==> src/rtl/gpio_edge_irq.sv <==
module gpio_edge_irq #(
  parameter int NPIN      = 28,
  parameter int NCH       = 2,
  parameter int SELW      = 5,
  parameter int LOW_PINS  = 14,
  parameter int HIGH_BASE = 22,
  parameter int HIGH_CNT  = 6,
  parameter int BUSY_CYC  = 4
) (
  input  logic            clk,
  input  logic            rst_n,
  input  logic [NPIN-1:0] pin_in,
  input  logic [1:0]      bus_addr,
  input  logic            bus_we,
  input  logic [31:0]     bus_wdata,
  output logic [31:0]     bus_rdata,
  output logic            irq
);
  localparam logic [1:0] A_LVL  = 2'd0;
  localparam logic [1:0] A_CTRL = 2'd1;
  localparam logic [1:0] A_SEL  = 2'd2;
  localparam int POL_B  = 2;
  localparam int EN_B   = 6;
  localparam int BUSY_B = 16;
  localparam int CLR_B  = 17;
  localparam int PND_B  = 21;
  localparam int CW     = $clog2(BUSY_CYC + 1);
  localparam int PW     = $clog2(NPIN);

  logic [NPIN-1:0]     meta, lvl, hist;
  logic [NCH-1:0]      pol, en, pend, hit, sel_ok;
  logic [NCH*SELW-1:0] sel;
  logic [CW-1:0]       busy_cnt;
  logic [31:0]         ctrl_rd;

  wire wr_ctrl = bus_we && bus_addr == A_CTRL;
  wire wr_sel  = bus_we && bus_addr == A_SEL;

  always_ff @(posedge clk or negedge rst_n)
    if (!rst_n) begin
      meta <= '0; lvl <= '0; hist <= '0;
    end else begin
      meta <= pin_in; lvl <= meta; hist <= lvl;
    end

  genvar c;
  generate
    for (c = 0; c < NCH; c++) begin : g_ch
      logic [SELW-1:0] code;
      logic [PW-1:0]   pin;
      logic            cur, prv;
      assign code = sel[c*SELW +: SELW];

      always_comb begin
        sel_ok[c] = 1'b0;
        pin = '0;
        if (int'(code) < LOW_PINS) begin
          sel_ok[c] = 1'b1;
          pin = PW'(code);
        end else if (int'(code) < LOW_PINS + HIGH_CNT) begin
          sel_ok[c] = 1'b1;
          pin = PW'(int'(code) - LOW_PINS + HIGH_BASE);
        end
      end

      assign cur    = lvl[pin];
      assign prv    = hist[pin];
      assign hit[c] = sel_ok[c] && (pol[c] ? (cur && !prv) : (!cur && prv));

      always_ff @(posedge clk or negedge rst_n)
        if (!rst_n) pend[c] <= 1'b0;
        else if (en[c] && hit[c]) pend[c] <= 1'b1;
        else if (wr_ctrl && bus_wdata[CLR_B+c]) pend[c] <= 1'b0;

      p_clear_only_r5: assert property (@(posedge clk) disable iff (!rst_n)
        $fell(pend[c]) |-> $past(bus_we && bus_addr == A_CTRL && bus_wdata[CLR_B+c]));
      p_enable_gate_r4: assert property (@(posedge clk) disable iff (!rst_n)
        $rose(pend[c]) |-> $past(en[c]));
      p_valid_code_r2: assert property (@(posedge clk) disable iff (!rst_n)
        $rose(pend[c]) |-> $past(sel_ok[c]));
    end
  endgenerate

  always_ff @(posedge clk or negedge rst_n)
    if (!rst_n) begin
      pol <= '0; en <= '0; sel <= '0; busy_cnt <= '0;
    end else begin
      if (wr_ctrl) begin
        pol <= bus_wdata[POL_B +: NCH];
        en  <= bus_wdata[EN_B  +: NCH];
      end
      if (wr_sel) sel <= bus_wdata[NCH*SELW-1:0];
      if (wr_ctrl && bus_wdata[BUSY_B]) busy_cnt <= CW'(BUSY_CYC);
      else if (busy_cnt != '0) busy_cnt <= busy_cnt - 1'b1;
    end

  always_comb begin
    ctrl_rd = '0;
    ctrl_rd[POL_B +: NCH] = pol;
    ctrl_rd[EN_B  +: NCH] = en;
    ctrl_rd[BUSY_B]       = busy_cnt != '0;
    ctrl_rd[PND_B +: NCH] = pend;
  end

  always_ff @(posedge clk or negedge rst_n)
    if (!rst_n) bus_rdata <= '0;
    else case (bus_addr)
      A_LVL:   bus_rdata <= 32'(lvl);
      A_CTRL:  bus_rdata <= ctrl_rd;
      A_SEL:   bus_rdata <= 32'(sel);
      default: bus_rdata <= '0;
    endcase

  assign irq = |pend;

  p_busy_load_r8: assert property (@(posedge clk) disable iff (!rst_n)
    (bus_we && bus_addr == A_CTRL && bus_wdata[BUSY_B]) |=> busy_cnt == CW'(BUSY_CYC));
  p_irq_needs_flag_r6: assert property (@(posedge clk) disable iff (!rst_n)
    $rose(irq) |-> $past(|(en & hit)));
endmodule

==> config.mk <==
export PLATFORM = sky130hd
export DESIGN_NAME = gpio_edge_irq
export DESIGN_NICKNAME = d
export VERILOG_FILES = /design/src/rtl/gpio_edge_irq.sv
export SDC_FILE = /design/constraint.sdc
export NUM_CORES = 1
export LEC_CHECK = 0
export ABC_AREA = 1
export BUFFER_PORTS_ARGS = -buffer_cell sky130_fd_sc_hd__clkbuf_2
export CAP_MARGIN = 20
export CORE_ASPECT_RATIO = 0.75
export CORE_MARGIN = 2
export CORE_UTILIZATION = 61
export DETAILED_ROUTE_END_ITERATION = 7
export PLACE_DENSITY_LB_ADDON = 0.1
export SYNTH_ARGS = -nofsm -noshare
export SYNTH_HDL_FRONTEND = slang
export SYNTH_SLANG_ARGS = --single-unit
==> constraint.sdc <==
create_clock -name clk -period 3.6 [get_ports clk]
set_input_delay 0.36 -clock clk [delete_from_list [all_inputs] [get_ports clk]]
set_output_delay 0.36 -clock clk [all_outputs]
set_load 0.05 [all_outputs]
==> results of run 1 <==
-- cell usage after synthesis (all sizes together) --
| cell type | instances |
|---|---|
| xnor2 | 1 |
| nor2 | 64 |
| clkinv | 3 |
| a21oi | 11 |
| nand2 | 162 |
| nand3 | 125 |
| dfrtp | 131 |
| buf | 23 |
| o221ai | 4 |
| a21boi | 4 |
| clkbuf | 7 |
| o2111ai | 8 |
| inv | 92 |
| o21ai | 22 |
| conb | 1 |
| ha | 8 |
| o22ai | 5 |
-- power groups by stage --
stage / Combinational (W) / Sequential (W) / Clock, W
floorplan: 0.000867 / 0.00176 / 0
global placement: 0.00116 / 0.00173 / 0
detailed placement: 0.00120 / 0.00173 / 0
CTS: 0.00122 / 0.00171 / 0.00177
global route: 0.00138 / 0.00172 / 0.00184
finish: 0.00124 / 0.00171 / 0.00176
-- per-stage QoR --
stage               worst slack (ns)  util (%)  power (W)  cell area, sq um  std cells
floorplan                       1.66         -    0.00263              5910        674
global placement                1.02      66.0    0.00289              6300        857
detailed placement             0.933      66.0    0.00293              6300        857
CTS                            0.917      72.4    0.00470              6910        889
global route                   0.681      72.4    0.00494              6910        889
finish                         0.863      72.4    0.00471              6910        889
-- metal layers --
metal	vias to the layer above	track usage (%)	routed length [um]
met4	0	10.3	267
met5	-	0	0
met2	224	46.1	6850
met1	2344	43.1	6710
li1	2268	-	-
met3	36	10.1	1450
-- logic make-up (layout without fill, tap and decap cells) --
| group | after synthesis | in the layout | share of synthesized area [%] |
|---|---|---|---|
| other | 1 | 4 | 0.0636 |
| AO/OA/AOI/OAI | 54 | 54 | 5.69 |
| buffers and inverters | 125 | 208 | 9.65 |
| XOR/XNOR | 1 | 1 | 0.149 |
| adder cells (fa/ha/maj) | 8 | 8 | 1.70 |
| flip-flops | 131 | 131 | 55.6 |
| AND/OR/NAND/NOR | 351 | 351 | 27.2 |
-- critical path: stages (launching register included) --
cell and delay, ns:
dfrtp_1 0.75, nand3_2 0.18, nand2_4 0.14, nand2_4 0.14, nand2_2 0.36, nand2_1 0.10, nand3_1 0.09, nand2_1 0.06
nor2_1 0.29, nor2_1 0.09, nor2_1 0.11, nor2_1 0.06, nand2_1 0.07, nand2_1 0.06, nand3_1 0.09, nand2_1 0.06
-- area by class of cell --
type                            count  area share (%)
Inverter                           95            5.16
Sequential cell                   131            47.5
Clock inverter                     14            2.41
Clock buffer                       18            6.36
Timing Repair Buffer               81            6.34
Multi-Input combinational cell    418            29.9
Tap cell                          132            2.39
-- cell usage in the layout, fill, tap and decap left out, drive strengths merged --
cell	n
a21boi	4
a21oi	11
buf	8
bufinv	2
clkbuf	91
clkinv	4
clkinvlp	3
conb	4
dfrtp	131
ha	8
inv	100
nand2	162
nand3	125
nor2	64
o2111ai	8
o21ai	22
o221ai	4
o22ai	5
xnor2	1
-- how the worst max path moves through the flow --
stage                     startpoint          end  slack [ns]  depth (start not counted)
final                         sel[2]  ctrl_rd[21]        0.86                         15
after global routing          sel[8]  ctrl_rd[22]        0.68                         18
after detailed placement      sel[2]  ctrl_rd[21]        0.93                         15
after floorplan               sel[4]  ctrl_rd[21]        1.66                         17
after global placement        sel[2]  ctrl_rd[21]        1.02                         15
after CTS                     sel[2]  ctrl_rd[21]        0.92                         15
-- sequential cells by signal, summed over array words and instances, names as in the netlist --
register / flops
pol: 2
meta: 28
lvl: 28
sel: 10
busy_cnt: 3
bus_rdata: 28
ctrl_rd: 2
en: 2
hist: 28
==> flow_summary.json, run 1 <==
{
  "post_cts.repair.setup_buffers": 0,
  "drv.max_cap_violation_count": 0,
  "timing.final.crit_share_pct": 76.0,
  "grt_overall_usage_pct": 30.8,
  "run_status": "finished, final reports clean",
  "share_seq_of_total_power_pct": 36.4,
  "power.share.combinational_pct": 26.3,
  "die_area_sq_um": 10500,
  "detail_route.first_pass.iterations": 5,
  "postSynthAreaPerCell_sq_um": 8.79,
  "via_count_of_the_first_global_routing_pass": 4493,
  "cts_repair_resizes": 0,
  "yosys.cell_types.count": 29,
  "netlist.top_cell.by_area": "dfrtp_1",
  "power.ir.vdd_worst_uv": 523,
  "hold_viol": 0,
  "gp_congestion": 0.976,
  "crit-reg2reg-launch": "sel[2]",
  "regToRegEndpoint": "ctrl_rd[21]",
  "initial_core_util_pct": 61.8,
  "ios": 98,
  "power_per_cell_area_nw_per_um2": 682,
  "cell_row_count": 31,
  "p_switching_w": 0.00168,
  "unrepaired_setup_endpoints_after_global_routing": "no",
  "die-width_um": 118,
  "setup.worst_path.class": "flop to flop",
  "drt_iter0_markers": 594,
  "fraction_of_synthesized_cell_area_taken_by_the_top_area_cell_type_pct": 55.6,
  "timing.final.crit_period_ns": 2.74,
  "clock_insertion_delay_worst_skew_ns": 0.42,
  "synth_top_cells_by_area": "dfrtp_1 56%, nand2_1 9.7%, nand3_1 9.4%, inv_1 5.6%, nor2_1 4.0%",
  "synth_area_sq_um": 5900,
  "floorplan.die.height_um": 89.2,
  "cts_hold_buffers": 0,
  "dp_wirelength_um": 10400,
  "report.final.slew_viol_count": 0,
  "cts.sink_count": 131,
  "worst_endpoint_required_time_ns": 3.91,
  "area_grow_syn2layout_pct": 17.1,
  "end_kind": "flop",
  "clk_transition_reported_paths_ns": 0.06,
  "netlist_instances": 671,
  "drt-vias-per-instance": 5.48,
  "placement.io_buffers": 74,
  "finClkSkew_ns": 0.00858,
  "synth.yosys.warnings": 0,
  "power_leakage_nw": 3.75,
  "grt_remaining_overflow": 0,
  "holdCritPathClass": "primary input to asynchronous set/reset pin",
  "post_drt_wl_per_cell_um": 17.2,
  "internal-power_w": 0.00303,
  "p_sw_share_pct": 35.7,
  "share_clk_of_total_power_pct": 37.3,
  "clock.fmax_mhz": 365,
  "worst_pin_slew_ns": 0.923,
  "cp-start-kind": "flop",
  "cts_inserted_buffers": 17,
  "reg2reg_setup_slack_ns": 0.86,
  "filler_cell_count": 728,
  "final_antenna_net_count": 0,
  "design.core.area_sq_um": 9540,
  "final_count_of_negative_setup_slack_endpoints": 0,
  "critPathMaxFanout": 18,
  "worst-endpoint-arrival_ns": 3.04,
  "slew_headroom_pct": 38.3,
  "fin_tns_setup_ns": 0,
  "r2r.worst_path.cells": 15,
  "grt_antenna_before_repair": 0,
  "clock_tree_from_tritoncts": "done",
  "cts-root-to-sink-buffers": 2,
  "grt_pass1_wl_um": 23900,
  "diodes": 0,
  "whs_ns": 0.0204,
  "cts.htree.levels": 4,
  "seq_area_frac_synth_pct": 55.6,
  "grt_max_degree": 68,
  "flops_latches_synth": 131,
  "ctsRootBufferMaster": "clkbuf_16",
  "sequential_cell_area_sq_um": 3280,
  "route.vias.total": 4872,
  "remaining_routing_drc_violations": 0,
  "drive_above_1_share_pct": 18.8,
  "detail_route.wirelength_um": 15300,
  "finish.net_count": 817,
  "multiInputGateArea_sq_um": 2060
}
(Power assumes the default switching activity.)
==> run 2: changes to the inputs <==
Settings changed: CORE_UTILIZATION 61 to 56.
Clock period 3.6 ns to 2.8 ns, I/O delays scaled along.
==> run 2 against run 1 <==
Setup slack lost 0.64 ns. Fmax grew 6.0%. Hold slack gained 0.081 ns. Clock skew shrank 0.0019 ns. Register-to-register slack lost 0.64 ns. Clock power grew 24%. Design area grew 5.5%. First-iteration DRC count shrank 22%. Highest routed layer unchanged. Cell count grew 5.2%. Sequential share of layout area shrank 2.5 points. Largest cell class unchanged.
==> flow_summary.json, run 2 (synthesized netlist as in run 1, its figures left out) <==
{
  "min_path_cells": 3,
  "timing.final.crit_period_ns": 2.58,
  "grt_overall_usage_pct": 29.8,
  "timing.critical_path.cells": "inv_1 -> ha_1 -> nand3_2 -> nand2_4 -> o21ai_1 -> nor2_1 -> nand3_1 -> nand3_1 -> nor2_1 -> nor2_1 -> nand2_1 -> nand2_1 -> nand3_1 -> nand2_1",
  "cell_row_count": 32,
  "ctsRootBufferMaster": "clkbuf_16",
  "setup.worst_path.end": "ctrl_rd[21]",
  "ios": 98,
  "timing.final.crit_share_pct": 92.2,
  "area_grow_syn2layout_pct": 23.5,
  "crit-reg2reg-launch": "sel[4]",
  "final_count_of_negative_setup_slack_endpoints": 0,
  "gp_congestion": 0.995,
  "report.final.slew_viol_count": 0,
  "run_status": "finished, final reports clean",
  "finish.net_count": 860,
  "cts.htree.levels": 4,
  "fin_tns_setup_ns": 0,
  "unrepaired_setup_endpoints_after_global_routing": "no",
  "worst_pin_slew_ns": 0.887,
  "worst_endpoint_required_time_ns": 3.11,
  "diodes": 0,
  "clock_insertion_delay_worst_skew_ns": 0.42,
  "detail_route.first_pass.iterations": 5,
  "final_antenna_net_count": 0,
  "cp.depth": 14,
  "clk_transition_reported_paths_ns": 0.06,
  "grt_antenna_before_repair": 0,
  "reg2reg_setup_slack_ns": 0.22,
  "gr-max-usage-layer": "met2",
  "holdCritPathClass": "primary input to flop",
  "setup.worst_path.class": "flop to flop",
  "grt.met3_usage_pct": 7.33,
  "crit_family": "simple AND/OR/NAND/NOR gates",
  "power_per_cell_area_nw_per_um2": 831,
  "final_cell_mix": "153 x nand2_1, 131 x dfrtp_1, 111 x nand3_1, 88 x inv_1, 73 x clkbuf_2",
  "dp_wirelength_um": 11100,
  "finalNonFillerCells": 935,
  "r2r.worst_path.cells": 14,
  "detail_route.wirelength_um": 15600,
  "drive_above_1_share_pct": 19.3,
  "cts-root-to-sink-buffers": 2,
  "place_worst_setup_slack_ns": 0.305,
  "grt_max_degree": 49,
  "power_leakage_nw": 3.92,
  "worst-path-buf-inv": 1,
  "filler_cell_count": 783,
  "worst-endpoint-arrival_ns": 2.89,
  "groute.layer.met1.usage_pct": 42.5,
  "slew_headroom_pct": 40.7,
  "cts.sink_count": 131,
  "die_area_sq_um": 11400,
  "grt_remaining_overflow": 0,
  "crit_path_max_incr_delay_ns": 0.63,
  "drv.max_cap_violation_count": 0,
  "critical_path.slowest_cell": "o21ai_1",
  "post_drt_wl_per_cell_um": 16.7,
  "power.ir.vdd_worst_uv": 477,
  "globalRouteMet2Util_pct": 44.7,
  "final.setup.worst_slack_ns": 0.219,
  "drt_iter0_markers": 463,
  "floorplan.die.height_um": 92.9,
  "cts_inserted_buffers": 17,
  "end_kind": "flop",
  "grt_pass1_wl_um": 24800,
  "power_w": 0.00605,
  "remaining_routing_drc_violations": 0,
  "regToRegEndpoint": "ctrl_rd[21]",
  "placedCellCount": 875,
  "clock.fmax_mhz": 387,
  "critPathMaxFanout": 11,
  "clock_tree_from_tritoncts": "done",
  "design.core.area_sq_um": 10200,
  "drt-vias-per-instance": 5.35,
  "initial_core_util_pct": 57.5,
  "hold_viol": 0,
  "route.vias.total": 5004,
  "via_count_of_the_first_global_routing_pass": 4827,
  "layout_commonest_cell": "nand2_1",
  "placement.io_buffers": 74,
  "finClkSkew_ns": 0.00667,
  "cp-start-kind": "flop",
  "startpoint": "sel[4]",
  "cts_repair_resizes": 0,
  "die-width_um": 123
}
-- run 2: changes by cell type in the layout (fill, tap and decap cells not counted) --
cell and delta:
clkbuf_8 -1, clkinv_4 +3, inv_6 -2, dlygate4sd3_1 +29, inv_8 -2, buf_4 +14
clkbuf_1 +1
-- run 2: layout make-up --
| cell class | instances | area, sq um | share of cell area (%) |
|---|---|---|---|
| Tap cell | 136 | 170 | 2.34 |
| Timing Repair Buffer | 124 | 833 | 11.4 |
| Sequential cell | 131 | 3280 | 45.0 |
| Clock buffer | 18 | 429 | 5.89 |
| Clock inverter | 13 | 153 | 2.10 |
| Inverter | 95 | 357 | 4.90 |
| Multi-Input combinational cell | 418 | 2060 | 28.3 |
-- run 2: tightest hold or removal path: stages --
cell and delay (ns):
clkbuf_2 0.08, inv_1 0.05, o21ai_0 0.07
-- run 2: worst min path at each step --
stage | from | endpoint | slack (ns)
CTS | bus_wdata[6] | sel[6] | 0.10
detailed placement | rst_n | lvl[14] | 0.24
floorplan | rst_n | bus_rdata[0] | -0.02
finish | bus_wdata[6] | en[0] | 0.10
global route | bus_wdata[4] | sel[4] | 0.12
global placement | rst_n | lvl[14] | 0.23
-- run 2: per-layer routing --
metal,up-vias,share of wire [%]
met1,2380,45
met2,239,44
met3,28,8.7
li1,2357,-
met4,0,1.9
met5,-,0
-- run 2: stage by stage --
step / cell area, sq um / hold slack [ns] / util, %
after detailed placement: 6410 / 0.241 / 62.5
after CTS: 7280 / 0.100 / 71.0
after global placement: 6410 / 0.232 / 62.5
after global routing: 7280 / 0.122 / 71.0
final: 7280 / 0.102 / 71.0
after floorplan: 5910 / -0.0156 / -
-- run 2: power by group --
group          switching [W]  total [W]  internal (W)
combinational        0.00115    0.00170      0.000549
sequential          0.000121    0.00218       0.00206
clock               0.000860    0.00218       0.00132
total                0.00213    0.00605       0.00392
-- run 2: timing repair --
item,4_1_cts,5_1_grt
buffers inserted,0,0
hold endpoints to repair,57,0
setup endpoints to repair,0,0
hold buffers,29,0
